==> src/rtl/misalign_pkg.sv <==
package misalign_pkg;

   typedef enum logic [1:0] {
      SZ_BYTE = 2'd0,
      SZ_HALF = 2'd1,
      SZ_WORD = 2'd2,
      SZ_RSVD = 2'd3
   } xsize_e;

   // One aligned piece: byte offset from the request address and its size
   typedef struct packed {
      logic [1:0] rel;
      xsize_e     size;
   } piece_t;

   localparam int unsigned MAX_PIECES = 3;

   function automatic xsize_e norm_size(input xsize_e s);
      return (s == SZ_RSVD) ? SZ_WORD : s;
   endfunction

   function automatic logic [2:0] size_bytes(input xsize_e s);
      case (s)
         SZ_BYTE: return 3'd1;
         SZ_HALF: return 3'd2;
         default: return 3'd4;
      endcase
   endfunction

endpackage

==> src/rtl/misalign_plan.sv <==
// Fixed split table: number of pieces and the current piece for a request.
module misalign_plan
   import misalign_pkg::*;
(
   input  logic [1:0] off,
   input  logic [1:0] rsize,
   input  logic [1:0] idx,
   output logic [1:0] count,
   output piece_t     cur
);

   piece_t tbl [4];
   xsize_e sz;

   always_comb begin
      sz = norm_size(xsize_e'(rsize));
      for (int i = 0; i < 4; i++) begin
         tbl[i] = '{rel: 2'd0, size: SZ_BYTE};
      end
      count = 2'd1;
      unique case (sz)
         SZ_BYTE: begin
            tbl[0] = '{rel: 2'd0, size: SZ_BYTE};
         end
         SZ_HALF: begin
            if (off[0] == 1'b0) begin
               tbl[0] = '{rel: 2'd0, size: SZ_HALF};
            end else begin
               count  = 2'd2;
               tbl[0] = '{rel: 2'd0, size: SZ_BYTE};
               tbl[1] = '{rel: 2'd1, size: SZ_BYTE};
            end
         end
         default: begin
            case (off)
               2'd0: tbl[0] = '{rel: 2'd0, size: SZ_WORD};
               2'd2: begin
                  count  = 2'd2;
                  tbl[0] = '{rel: 2'd0, size: SZ_HALF};
                  tbl[1] = '{rel: 2'd2, size: SZ_HALF};
               end
               default: begin
                  count  = 2'd3;
                  tbl[0] = '{rel: 2'd0, size: SZ_BYTE};
                  tbl[1] = '{rel: 2'd1, size: SZ_HALF};
                  tbl[2] = '{rel: 2'd3, size: SZ_BYTE};
               end
            endcase
         end
      endcase
      cur = tbl[idx];
   end

endmodule

==> src/rtl/misalign_lanes.sv <==
// Big-endian byte steering for stores and byte gathering for loads.
module misalign_lanes
   import misalign_pkg::*;
#(
   parameter int unsigned DATA_W = 32
) (
   input  logic [1:0]        paddr_lo,
   input  piece_t            pc,
   input  logic [1:0]        rsize,
   input  logic [DATA_W-1:0] wdata,
   input  logic [DATA_W-1:0] rdata,
   output logic [DATA_W-1:0] lane_wdata,
   output logic [DATA_W-1:0] ld_bits
);

   localparam int unsigned LANES = DATA_W / 8;

   logic [2:0] plen;
   logic [2:0] nbytes;
   logic [LANES*DATA_W-1:0] r_flat;

   assign plen   = size_bytes(pc.size);
   assign nbytes = size_bytes(norm_size(xsize_e'(rsize)));

   for (genvar L = 0; L < LANES; L++) begin : g_lane
      logic [2:0]        j;
      logic [2:0]        k;
      logic [2:0]        pos;
      logic              hit;
      logic [7:0]        wbyte;
      logic [DATA_W-1:0] rpart;

      always_comb begin
         j     = 3'(L) - {1'b0, paddr_lo};
         hit   = (3'(L) >= {1'b0, paddr_lo}) && (j < plen);
         k     = {1'b0, pc.rel} + j;
         pos   = nbytes - 3'd1 - k;
         wbyte = hit ? wdata[8*pos[1:0] +: 8] : 8'h00;
         rpart = hit ? (DATA_W'(rdata[8*(LANES-1-L) +: 8]) << (8*pos[1:0]))
                     : '0;
      end

      assign lane_wdata[8*(LANES-1-L) +: 8]  = wbyte;
      assign r_flat[L*DATA_W +: DATA_W]      = rpart;
   end

   always_comb begin
      ld_bits = '0;
      for (int i = 0; i < LANES; i++) begin
         ld_bits = ld_bits | r_flat[i*DATA_W +: DATA_W];
      end
   end

endmodule

==> src/rtl/misalign_seq.sv <==
// Request capture, piece sequencing, speculation tracking and response.
module misalign_seq
   import misalign_pkg::*;
#(
   parameter int unsigned ADDR_W        = 32,
   parameter int unsigned DATA_W        = 32,
   parameter bit          COMMIT_BYPASS = 1'b0
) (
   input  logic              clk,
   input  logic              rst_n,
   input  logic              req_valid,
   output logic              req_ready,
   input  logic [ADDR_W-1:0] req_addr,
   input  logic [1:0]        req_size,
   input  logic              req_write,
   input  logic [DATA_W-1:0] req_wdata,
   input  logic              req_nonspec,
   input  logic              req_guard,
   input  logic              insn_commit,
   input  logic [1:0]        count,
   input  piece_t            pc,
   input  logic [DATA_W-1:0] ld_bits,
   output logic [ADDR_W-1:0] addr_q,
   output logic [1:0]        size_q,
   output logic [DATA_W-1:0] wdata_q,
   output logic [1:0]        idx_q,
   output logic              bus_valid,
   input  logic              bus_ready,
   input  logic              bus_err,
   output logic [ADDR_W-1:0] bus_addr,
   output logic [1:0]        bus_size,
   output logic              bus_write,
   output logic              bus_spec,
   output logic              rsp_valid,
   output logic [DATA_W-1:0] rsp_rdata,
   output logic              rsp_err,
   output logic              guard_q,
   output logic              last_piece
);

   logic busy_q;
   logic write_q;
   logic nonspec_q;
   logic rsp_valid_q;
   logic rsp_err_q;
   logic [DATA_W-1:0] acc_q;
   logic nonspec_now;
   logic accept;
   logic ack;
   logic finish;

   if (COMMIT_BYPASS) begin : g_bypass
      assign nonspec_now = nonspec_q | insn_commit;
   end else begin : g_registered
      assign nonspec_now = nonspec_q;
   end

   assign req_ready  = !busy_q;
   assign accept     = req_valid && req_ready;
   assign bus_valid  = busy_q && (!guard_q || nonspec_now);
   assign ack        = bus_valid && bus_ready;
   assign last_piece = (idx_q == (count - 2'd1));
   assign finish     = ack && (last_piece || bus_err);

   assign bus_addr  = addr_q + ADDR_W'(pc.rel);
   assign bus_size  = pc.size;
   assign bus_write = write_q;
   assign bus_spec  = !nonspec_now;

   assign rsp_valid = rsp_valid_q;
   assign rsp_rdata = acc_q;
   assign rsp_err   = rsp_err_q;

   always_ff @(posedge clk) begin
      if (!rst_n) begin
         busy_q      <= 1'b0;
         write_q     <= 1'b0;
         nonspec_q   <= 1'b0;
         guard_q     <= 1'b0;
         rsp_valid_q <= 1'b0;
         rsp_err_q   <= 1'b0;
         acc_q       <= '0;
         addr_q      <= '0;
         size_q      <= 2'd0;
         wdata_q     <= '0;
         idx_q       <= 2'd0;
      end else begin
         rsp_valid_q <= finish;
         if (accept) begin
            busy_q    <= 1'b1;
            addr_q    <= req_addr;
            size_q    <= req_size;
            write_q   <= req_write;
            wdata_q   <= req_wdata;
            nonspec_q <= req_nonspec || insn_commit;
            guard_q   <= req_guard;
            idx_q     <= 2'd0;
            acc_q     <= '0;
            rsp_err_q <= 1'b0;
         end else if (busy_q) begin
            if (insn_commit) begin
               nonspec_q <= 1'b1;
            end
            if (ack) begin
               if (!write_q && !bus_err) begin
                  acc_q <= acc_q | ld_bits;
               end
               if (finish) begin
                  busy_q    <= 1'b0;
                  rsp_err_q <= bus_err;
               end else begin
                  idx_q <= idx_q + 2'd1;
               end
            end
         end
      end
   end

endmodule

==> src/rtl/misalign_splitter.sv <==
module misalign_splitter
   import misalign_pkg::*;
#(
   parameter int unsigned ADDR_W        = 32,
   parameter int unsigned DATA_W        = 32,
   parameter bit          COMMIT_BYPASS = 1'b0
) (
   input  logic              clk,
   input  logic              rst_n,
   input  logic              req_valid,
   output logic              req_ready,
   input  logic [ADDR_W-1:0] req_addr,
   input  logic [1:0]        req_size,
   input  logic              req_write,
   input  logic [DATA_W-1:0] req_wdata,
   input  logic              req_nonspec,
   input  logic              req_guard,
   input  logic              insn_commit,
   output logic              bus_valid,
   input  logic              bus_ready,
   output logic [ADDR_W-1:0] bus_addr,
   output logic [1:0]        bus_size,
   output logic              bus_write,
   output logic [DATA_W-1:0] bus_wdata,
   output logic              bus_spec,
   input  logic [DATA_W-1:0] bus_rdata,
   input  logic              bus_err,
   output logic              rsp_valid,
   output logic [DATA_W-1:0] rsp_rdata,
   output logic              rsp_err
);

   if (DATA_W != 32) begin : g_bad_data_w
      $error("misalign_splitter: DATA_W must be 32");
   end
   if (ADDR_W < 3 || ADDR_W > 64) begin : g_bad_addr_w
      $error("misalign_splitter: ADDR_W must lie in 3..64");
   end

   logic [ADDR_W-1:0] addr_q;
   logic [1:0]        size_q;
   logic [DATA_W-1:0] wdata_q;
   logic [1:0]        idx_q;
   logic [1:0]        count;
   piece_t            pc;
   logic [DATA_W-1:0] ld_bits;
   logic              guard_q;
   logic              last_piece;

   misalign_plan plan_i (
      .off   (addr_q[1:0]),
      .rsize (size_q),
      .idx   (idx_q),
      .count (count),
      .cur   (pc)
   );

   misalign_lanes #(.DATA_W(DATA_W)) lanes_i (
      .paddr_lo   (bus_addr[1:0]),
      .pc         (pc),
      .rsize      (size_q),
      .wdata      (wdata_q),
      .rdata      (bus_rdata),
      .lane_wdata (bus_wdata),
      .ld_bits    (ld_bits)
   );

   misalign_seq #(
      .ADDR_W        (ADDR_W),
      .DATA_W        (DATA_W),
      .COMMIT_BYPASS (COMMIT_BYPASS)
   ) seq_i (
      .clk         (clk),
      .rst_n       (rst_n),
      .req_valid   (req_valid),
      .req_ready   (req_ready),
      .req_addr    (req_addr),
      .req_size    (req_size),
      .req_write   (req_write),
      .req_wdata   (req_wdata),
      .req_nonspec (req_nonspec),
      .req_guard   (req_guard),
      .insn_commit (insn_commit),
      .count       (count),
      .pc          (pc),
      .ld_bits     (ld_bits),
      .addr_q      (addr_q),
      .size_q      (size_q),
      .wdata_q     (wdata_q),
      .idx_q       (idx_q),
      .bus_valid   (bus_valid),
      .bus_ready   (bus_ready),
      .bus_err     (bus_err),
      .bus_addr    (bus_addr),
      .bus_size    (bus_size),
      .bus_write   (bus_write),
      .bus_spec    (bus_spec),
      .rsp_valid   (rsp_valid),
      .rsp_rdata   (rsp_rdata),
      .rsp_err     (rsp_err),
      .guard_q     (guard_q),
      .last_piece  (last_piece)
   );

endmodule

==> config.mk <==
export PLATFORM = sky130hd
export DESIGN_NAME = misalign_splitter
export DESIGN_NICKNAME = d
export VERILOG_FILES = /design/src/rtl/misalign_pkg.sv /design/src/rtl/misalign_plan.sv /design/src/rtl/misalign_lanes.sv /design/src/rtl/misalign_seq.sv /design/src/rtl/misalign_splitter.sv
export SDC_FILE = /design/constraint.sdc
export NUM_CORES = 1
export LEC_CHECK = 0
export BUFFER_PORTS_ARGS = -buffer_cell sky130_fd_sc_hd__buf_2
export CAP_MARGIN = 20
export CORE_ASPECT_RATIO = 0.8
export CORE_MARGIN = 1
export CORE_UTILIZATION = 53
export DETAILED_ROUTE_END_ITERATION = 6
export GPL_TIMING_DRIVEN = 0
export PLACE_DENSITY = 0.82
export SYNTH_ARGS = -nofsm -noshare
export SYNTH_HDL_FRONTEND = slang
export SYNTH_SLANG_ARGS = --single-unit
==> constraint.sdc <==
create_clock -name clk -period 5.2 [get_ports clk]
set_input_delay 0.52 -clock clk [delete_from_list [all_inputs] [get_ports clk]]
set_output_delay 0.52 -clock clk [all_outputs]
set_load 0.01 [all_outputs]
==> impl_metrics.csv, run 1 <==
group,metric,value,unit
grt,number_of_global_route_vias_before_repair,7667,
finish,seq_area,2120,µm²
power_and_ir_drop,pd_cells,320,nW/µm²
grt,globalRouteOverflowTotal,0,
drt,drtIter0Drc,955,
timing,hold_ws,0.399,ns
timing,grt_setup_unrepaired,"no",
clocking,cts.root.buffer_cell,"clkbuf_16",
worst_setup_path,timing.critical_path.required,4.68,ns
synth,postSynthAreaPerCell,7.54,µm²
finish,instances_no_fill,1330,
synth,yosys_warnings,0,
synth,synth_top_area_share,30.6,%
drt,drt_wl_total,24700,µm
worst_setup_path,ff2ff_setup_slack,0.96,ns
grt,antenna_found_initial,2,
min_path,timing.hold.worst_path_depth,3,
grt,grt_first_pass_wirelength,39100,µm
floorplan,count_of_standard_cell_rows,37,
placement,half_perimeter_wire_length_of_the_detailed_placement_result,18300,µm
drt,detail_route.vias_per_cell,6.11,
finish,most_frequent_cells_in_the_layout,"nand2_1 (241), buf_2 (222), dfxtp_1 (106)",
worst_setup_path,r2r-start,"seq_i.size_q[0]",
run_status,status,"finished with violations",
run,maxCapViolCount,0,
floorplan,core_area,12800,µm²
clocking,clk_latency,0.36,ns
synth,postSynthNetCount,1040,
worst_setup_path,critical_path.endpoint_type,"primary output",
worst_setup_path,critPathMostFrequentCell,"inv_1",
floorplan,die_w,130,µm
power_and_ir_drop,ir_drop,0.000250,V
floorplan,start_util,54.2,%
finish,final.fill_count,1122,
clocking,cts-htree-levels,3,
timing,setup-violations-final,0,
timing,final.period_utilization,97.1,%
synth,seq_area_frac_synth,30.6,%
worst_setup_path,worst_ep_arrival_time,4.53,ns
grt,track_usage,37.3,%
min_path,hold_class,"primary input to flip-flop",
timing,period_minus_slack,5.05,ns
grt,grt_start_max_net_pins,22,
timing,max-slew-margin-rel,43.5,%
placement,final_weighted_congestion_in_routability_driven_placement,0.996,
synth,post_synth_inst_count,921,
worst_setup_path,r2r-end,"seq_i.rsp_rdata[13]",
finish,multi_input_area,4590,µm²
worst_setup_path,critPathMaxStageDelay,0.59,ns
clocking,path_clk_slew,0.08,ns
synth,ys_seq_elements,106,
timing,hold_violations,0,
drt,detail-route-antenna-nets,0,
finish,final_common_cell,"nand2_1",
synth,synth_largest_area_cell,"dfxtp_1",
drt,vias,8125,
drt,residual_drc_count,1,
worst_setup_path,critical_path.slowest_cell,"fa_2",
run_status,failed_checks,"DRC",
finish,flow.area_growth_from_synthesis,25.5,%
synth,synth_enable_flop_cells,0,
timing,max_clock_freq,0.198,GHz
clocking,cts_buffers,9,
synth,synthFlopType,"dfxtp_1",
synth,synth.top_cells.by_area,"dfxtp_1 (31%), nand2_1 (13%), a21boi_0 (7.5%), xnor2_1 (3.4%), nand3_1 (3.3%)",
clocking,cts_sinks,106,
timing,final.setup.worst_slack,0.148,ns
timing,max_slew.worst_pin.slew,0.834,ns
clocking,tritoncts,"built",
floorplan,floorplan.die.height,104,µm
worst_setup_path,crit_path_start_kind,"flip-flop",
worst_setup_path,worst_path_dominant_cell_family,"adder cells",
drt,firstDrtPassIters,7,
placement,detailedPlace.worstSlack,-0.974,ns
finish,layout_cells_sized_above_1,24.6,%
worst_setup_path,timing_worst_setup_path_type,"flip-flop to primary output",
floorplan,ios,211,
floorplan,fp.dieArea,13600,µm²
worst_setup_path,cp.buffers_inverters,6,
finish,fin_nets,1267,
timing,report.final.slew_viol_count,0,
finish,post-route-util,68.0,%
worst_setup_path,worst-r2r-cell-count,14,
synth,synth_cell_types,65,
timing,skew,0.00643,ns
worst_setup_path,cp_cell_sequence,"or2_2, ha_1, nand4bb_1, o31ai_1, ha_2, inv_1, fa_2, buf_8, inv_1, ha_4, inv_2, xnor2_2, clkbuf_1, and3_1, a211oi_4, buf_2",
timing,totalNegativeSetupSlack,0,ns
synth,synth_area,6940,µm²
synth,async_flop_share,0,%
placement,portBuffers,209,
clocking,cts_buffer_depth,2,
drt,wl_per_cell,18.6,µm
min_path,min_delay_worst_endpoint,"seq_i.wdata_q[20]",
worst_setup_path,critical_path.max_fanout,10,
min_path,hp-start,"req_wdata[20]",
power_and_ir_drop,leakagePower,3.74,nW
placement,numPlacedInstances,1309,
## state kept, by name, indices dropped and copies added (netlist names), 2 cells and up
| register | flops |
|---|---|
| seq_i.addr_q | 32 |
| seq_i.wdata_q | 32 |
| seq_i.rsp_rdata | 32 |
| seq_i.idx_q | 2 |
| seq_i.size_q | 2 |
## layer usage
metal	share of wire, %	vias up	routed length [µm]	global-route usage [%]
met1	42	3725	10400	51.8
met2	43	552	10600	53.2
met3	11	101	2810	9.21
met5	0	-	0	0
met4	3.9	0	965	18.4
li1	-	3747	-	-
## layout make-up
cell class	count	area share, %
inverters	17	0.732
plain buffers	65	3.30
repair buffers	216	12.5
clock inverters	7	1.21
multi-input cells	733	52.7
flip-flops and latches	106	24.3
well taps	175	2.51
diodes	2	0.0574
clock buffers	9	2.58
## metrics by stage
stage | power, mW | area, µm²
2_1_floorplan | 1.55 | 6940
3_3_place_gp | 1.93 | 8210
3_5_place_dp | 1.94 | 8230
4_1_cts | 2.72 | 8660
5_1_grt | 2.89 | 8720
6_report | 2.79 | 8720
## cell families after synthesis
kind of cell,after synthesis,synth area share (%)
and+or+nand+nor,452,31.0
AOI/OAI and AO/OA,216,24.1
DFF,106,30.6
buffers and inverters,82,4.63
xor gates and xnor gates,41,5.69
muxes,12,1.75
adders and majority gates,12,2.27
## worst register-to-register path, cell delays in order (launching register included)
cell	delay, ns
dfxtp_1	0.36
or2_2	0.35
ha_1	0.23
nand4bb_1	0.22
o31ai_1	0.11
ha_2	0.22
inv_1	0.05
fa_2	0.59
buf_8	0.12
inv_1	0.08
ha_4	0.26
xnor2_1	0.58
clkbuf_1	0.55
a221o_1	0.28
o221a_2	0.19
## repair_timing
item                                    in CTS  in global routing
hold buffers                                 0                  0
setup buffers                                1                  2
hold endpoints to repair                     0                  0
pin swaps                                    0                  3
endpoints found under the setup margin      26                  8
resized for setup                           22                 10
## power breakdown
group | switching, mW | internal, mW
combinational | 0.736 | 0.406
clock | 0.368 | 0.395
sequential | 0.0397 | 0.848
total | 1.14 | 1.65
## worst max path at each step
| stage | from | to | slack (ns) | depth (start not counted) |
|---|---|---|---|---|
| 2_1_floorplan | seq_i.size_q[0] | bus_wdata[10] | 0.60 | 18 |
| 3_3_place_gp | seq_i.size_q[0] | bus_wdata[14] | -0.83 | 20 |
| 3_5_place_dp | seq_i.size_q[0] | bus_wdata[14] | -0.97 | 20 |
| 4_1_cts | seq_i.size_q[0] | bus_wdata[14] | 0.02 | 19 |
| 5_1_grt | seq_i.size_q[0] | bus_wdata[14] | 0.02 | 19 |
| 6_report | seq_i.size_q[0] | bus_wdata[14] | 0.15 | 16 |
## cells in the mapped netlist, drive strengths merged, types with 2 or more instances
cell and n:
xnor2 28, and2b 3, a21boi 70, a311oi 16, nor2b 9, buf 14
o221a 7, inv 17, a21oi 10, o21ai 21, o22ai 8, o2bb2ai 7
clkbuf 51, and2 19, xnor3 2, a221oi 17, nand2b 11, nor2 32
and3 25, o211ai 2, a31oi 16, a211oi 12, nand3 46, and4 5
nand3b 3, o41a 8, ha 11, or2 3, nor3 22, xor2 11
dfxtp 106, nand4 7, and3b 17, a21o 4, nand4bb 2, o31ai 2
nand2 241, a221o 7, mux2i 11
Note: power is estimated with default switching activity, not from simulation.
==> inputs of run 2 (changes only) <==
- CORE_ASPECT_RATIO: 0.8 -> 1.75
- GPL_ROUTABILITY_DRIVEN: unset -> 0
==> impl_metrics.csv, run 2 (synthesis gave the netlist of run 1 again) <==
group,metric,value,unit
floorplan,ios,211,
placement,half_perimeter_wire_length_of_the_detailed_placement_result,18700,µm
min_path,min_delay_worst_endpoint,"seq_i.addr_q[14]",
grt,number_of_global_route_vias_before_repair,8140,
clocking,cts_buffer_depth,2,
drt,residual_drc_count,0,
worst_setup_path,critical_path.endpoint_type,"primary output",
power_and_ir_drop,cell_internal_pwr,1.70,mW
drt,vias,8139,
min_path,hp-start,"req_addr[14]",
finish,most_frequent_cells_in_the_layout,"nand2_1 (241), buf_2 (222), dfxtp_1 (106)",
worst_setup_path,worst-r2r-cell-count,14,
grt,grt_start_max_net_pins,19,
worst_setup_path,critical_path.slowest_cell,"xnor2_1",
worst_setup_path,ff2ff_setup_slack,0.76,ns
floorplan,floorplan.die.height,153,µm
worst_setup_path,timing_worst_setup_path_type,"flip-flop to primary output",
power_and_ir_drop,p_switching,1.09,mW
worst_setup_path,r2r-end,"seq_i.rsp_rdata[14]",
worst_setup_path,crit_path_start_kind,"flip-flop",
power_and_ir_drop,power_frac_clock,27.2,%
drt,drtIter0Drc,607,
worst_setup_path,r2r-start,"seq_i.size_q[0]",
worst_setup_path,worst_ep_arrival_time,4.54,ns
finish,final_common_cell,"nand2_1",
finish,fin_nets,1271,
drt,firstDrtPassIters,6,
finish,layout_cells_sized_above_1,24.8,%
power_and_ir_drop,leakagePower,3.77,nW
worst_setup_path,cp_cell_sequence,"or2_2, ha_1, nand4bb_4, o31ai_1, ha_2, inv_1, fa_2, clkbuf_8, inv_1, ha_1, xnor2_1, buf_2, a211oi_1, buf_2",
power_and_ir_drop,power.share.sequential,31.8,%
worst_setup_path,worst_path_dominant_cell_family,"adder cells",
timing,report.final.slew_viol_count,0,
clocking,tritoncts,"built",
grt,track_usage,37.6,%
clocking,clk_latency,0.35,ns
floorplan,fp.dieArea,13600,µm²
placement,portBuffers,209,
worst_setup_path,cp.buffers_inverters,5,
clocking,number_of_buffers_inserted_by_hold_repair_at_cts,0,
drt,detail_route.vias_per_cell,6.12,
drt,drt_wl_total,25000,µm
min_path,timing.hold.worst_path_depth,3,
grt,antenna_found_initial,1,
timing,setup-violations-final,0,
timing,max_slew.worst_pin.slew,1.01,ns
floorplan,count_of_standard_cell_rows,55,
worst_setup_path,critical_path.max_fanout,10,
finish,flow.area_growth_from_synthesis,25.9,%
timing,final.period_utilization,97.4,%
timing,final.setup.worst_slack,0.138,ns
timing,hold_violations,0,
finish,final.fill_count,1153,
timing,max-slew-margin-rel,31.9,%
clocking,cts-htree-levels,3,
placement,detailedPlace.worstSlack,-0.910,ns
min_path,hold_class,"primary input to flip-flop",
run,maxCapViolCount,0,
worst_setup_path,timing.critical_path.required,4.68,ns
worst_setup_path,critPathMaxStageDelay,0.68,ns
timing,max_clock_freq,0.198,GHz
floorplan,start_util,54.0,%
power_and_ir_drop,pd_cells,319,nW/µm²
timing,skew,0.0115,ns
clocking,cts.root.buffer_cell,"clkbuf_16",
timing,totalNegativeSetupSlack,0,ns
clocking,path_clk_slew,0.08,ns
timing,period_minus_slack,5.06,ns
drt,detail-route-antenna-nets,0,
floorplan,core_area,12900,µm²
clocking,cts_sinks,106,
power_and_ir_drop,ir_drop,0.000209,V
clocking,cts_buffers,9,
floorplan,die_w,88.5,µm
run_status,status,"finished clean",
grt,grt_first_pass_wirelength,39200,µm
power_and_ir_drop,power_switching_share,39.2,%
power_and_ir_drop,fin_total_pwr,2.79,mW
drt,wl_per_cell,18.8,µm
grt,globalRouteOverflowTotal,0,
power_and_ir_drop,share_of_total_power_in_combinational_logic,40.9,%
[run 2: cell count changes in the layout (fill, tap and decap cells not counted), moves of 2 or more]
cell	previous run	this run
a211oi_1	1	4
a211oi_2	9	6
buf_4	5	8
buf_8	2	0
clkbuf_2	0	2
clkinv_8	2	0
inv_8	3	1
[run 2: worst max-delay path by stage]
stage                     cells past startpoint       startpoint  slack [ns]            end
after floorplan                              18  seq_i.size_q[0]        0.60  bus_wdata[10]
after global placement                       20  seq_i.size_q[0]       -0.85  bus_wdata[11]
after detailed placement                     20  seq_i.size_q[0]       -0.91  bus_wdata[11]
after CTS                                    18  seq_i.size_q[0]        0.01  bus_wdata[11]
after global routing                         19  seq_i.size_q[0]       -0.04  bus_wdata[10]
final                                        14  seq_i.size_q[0]        0.14  bus_wdata[14]
[run 2: worst reg2reg max path, cell delays in order (launching register included)]
cell	delay [ns]
dfxtp_1	0.37
or2_2	0.35
ha_1	0.22
nand4bb_4	0.24
o31ai_1	0.09
ha_2	0.23
inv_1	0.06
fa_2	0.58
clkbuf_8	0.20
inv_1	0.09
ha_1	0.34
xnor2_1	0.68
clkbuf_1	0.50
a221o_1	0.26
o221a_2	0.18
[run 2: area by class of cell]
class	instances	area, µm²	share of cell area (%)
multi-input combinational	733	4600	52.7
antenna	1	2.50	0.0286
inverter	17	63.8	0.730
timing repair buffer	222	1150	13.1
clock inverter	6	96.3	1.10
sequential	106	2120	24.3
clock buffer	10	229	2.62
tap	171	214	2.45
buffer	63	262	2.99
[run 2: through the flow]
stage          cell area (µm²)  hold WS (ns)  util [%]  instances
2_1_floorplan             6940         0.443         -        921
3_3_place_gp              8200         0.453      63.8       1301
3_5_place_dp              8220         0.476      63.9       1304
4_1_cts                   8600         0.405      66.9       1319
5_1_grt                   8740         0.415      67.9       1329
6_report                  8740         0.412      67.9       1329
[run 2: timing repair]
| action | CTS | global route |
|---|---|---|
| gates resized for setup | 17 | 10 |
| endpoints found under the hold margin | 0 | 0 |
| endpoints found under the setup margin | 33 | 8 |
| buffers inserted | 0 | 8 |
| pin swaps | 1 | 3 |
[run 2: layer usage]
| layer | up-vias | global-route usage (%) | part of all wire (%) |
|---|---|---|---|
| li1 | 3747 | - | - |
| met1 | 3644 | 36.7 | 32 |
| met2 | 576 | 64.9 | 49 |
| met3 | 172 | 11.1 | 10 |
| met4 | 0 | 27.5 | 8.2 |
| met5 | - | 0 | 0 |
[run 2: power groups by stage]
stage | clock network (mW) | registers [mW] | logic [mW]
after floorplan | 0 | 0.896 | 0.659
after global routing | 0.792 | 0.892 | 1.21
after detailed placement | 0 | 0.905 | 1.02
after global placement | 0 | 0.903 | 1.01
final | 0.761 | 0.888 | 1.14
after CTS | 0.767 | 0.886 | 1.05
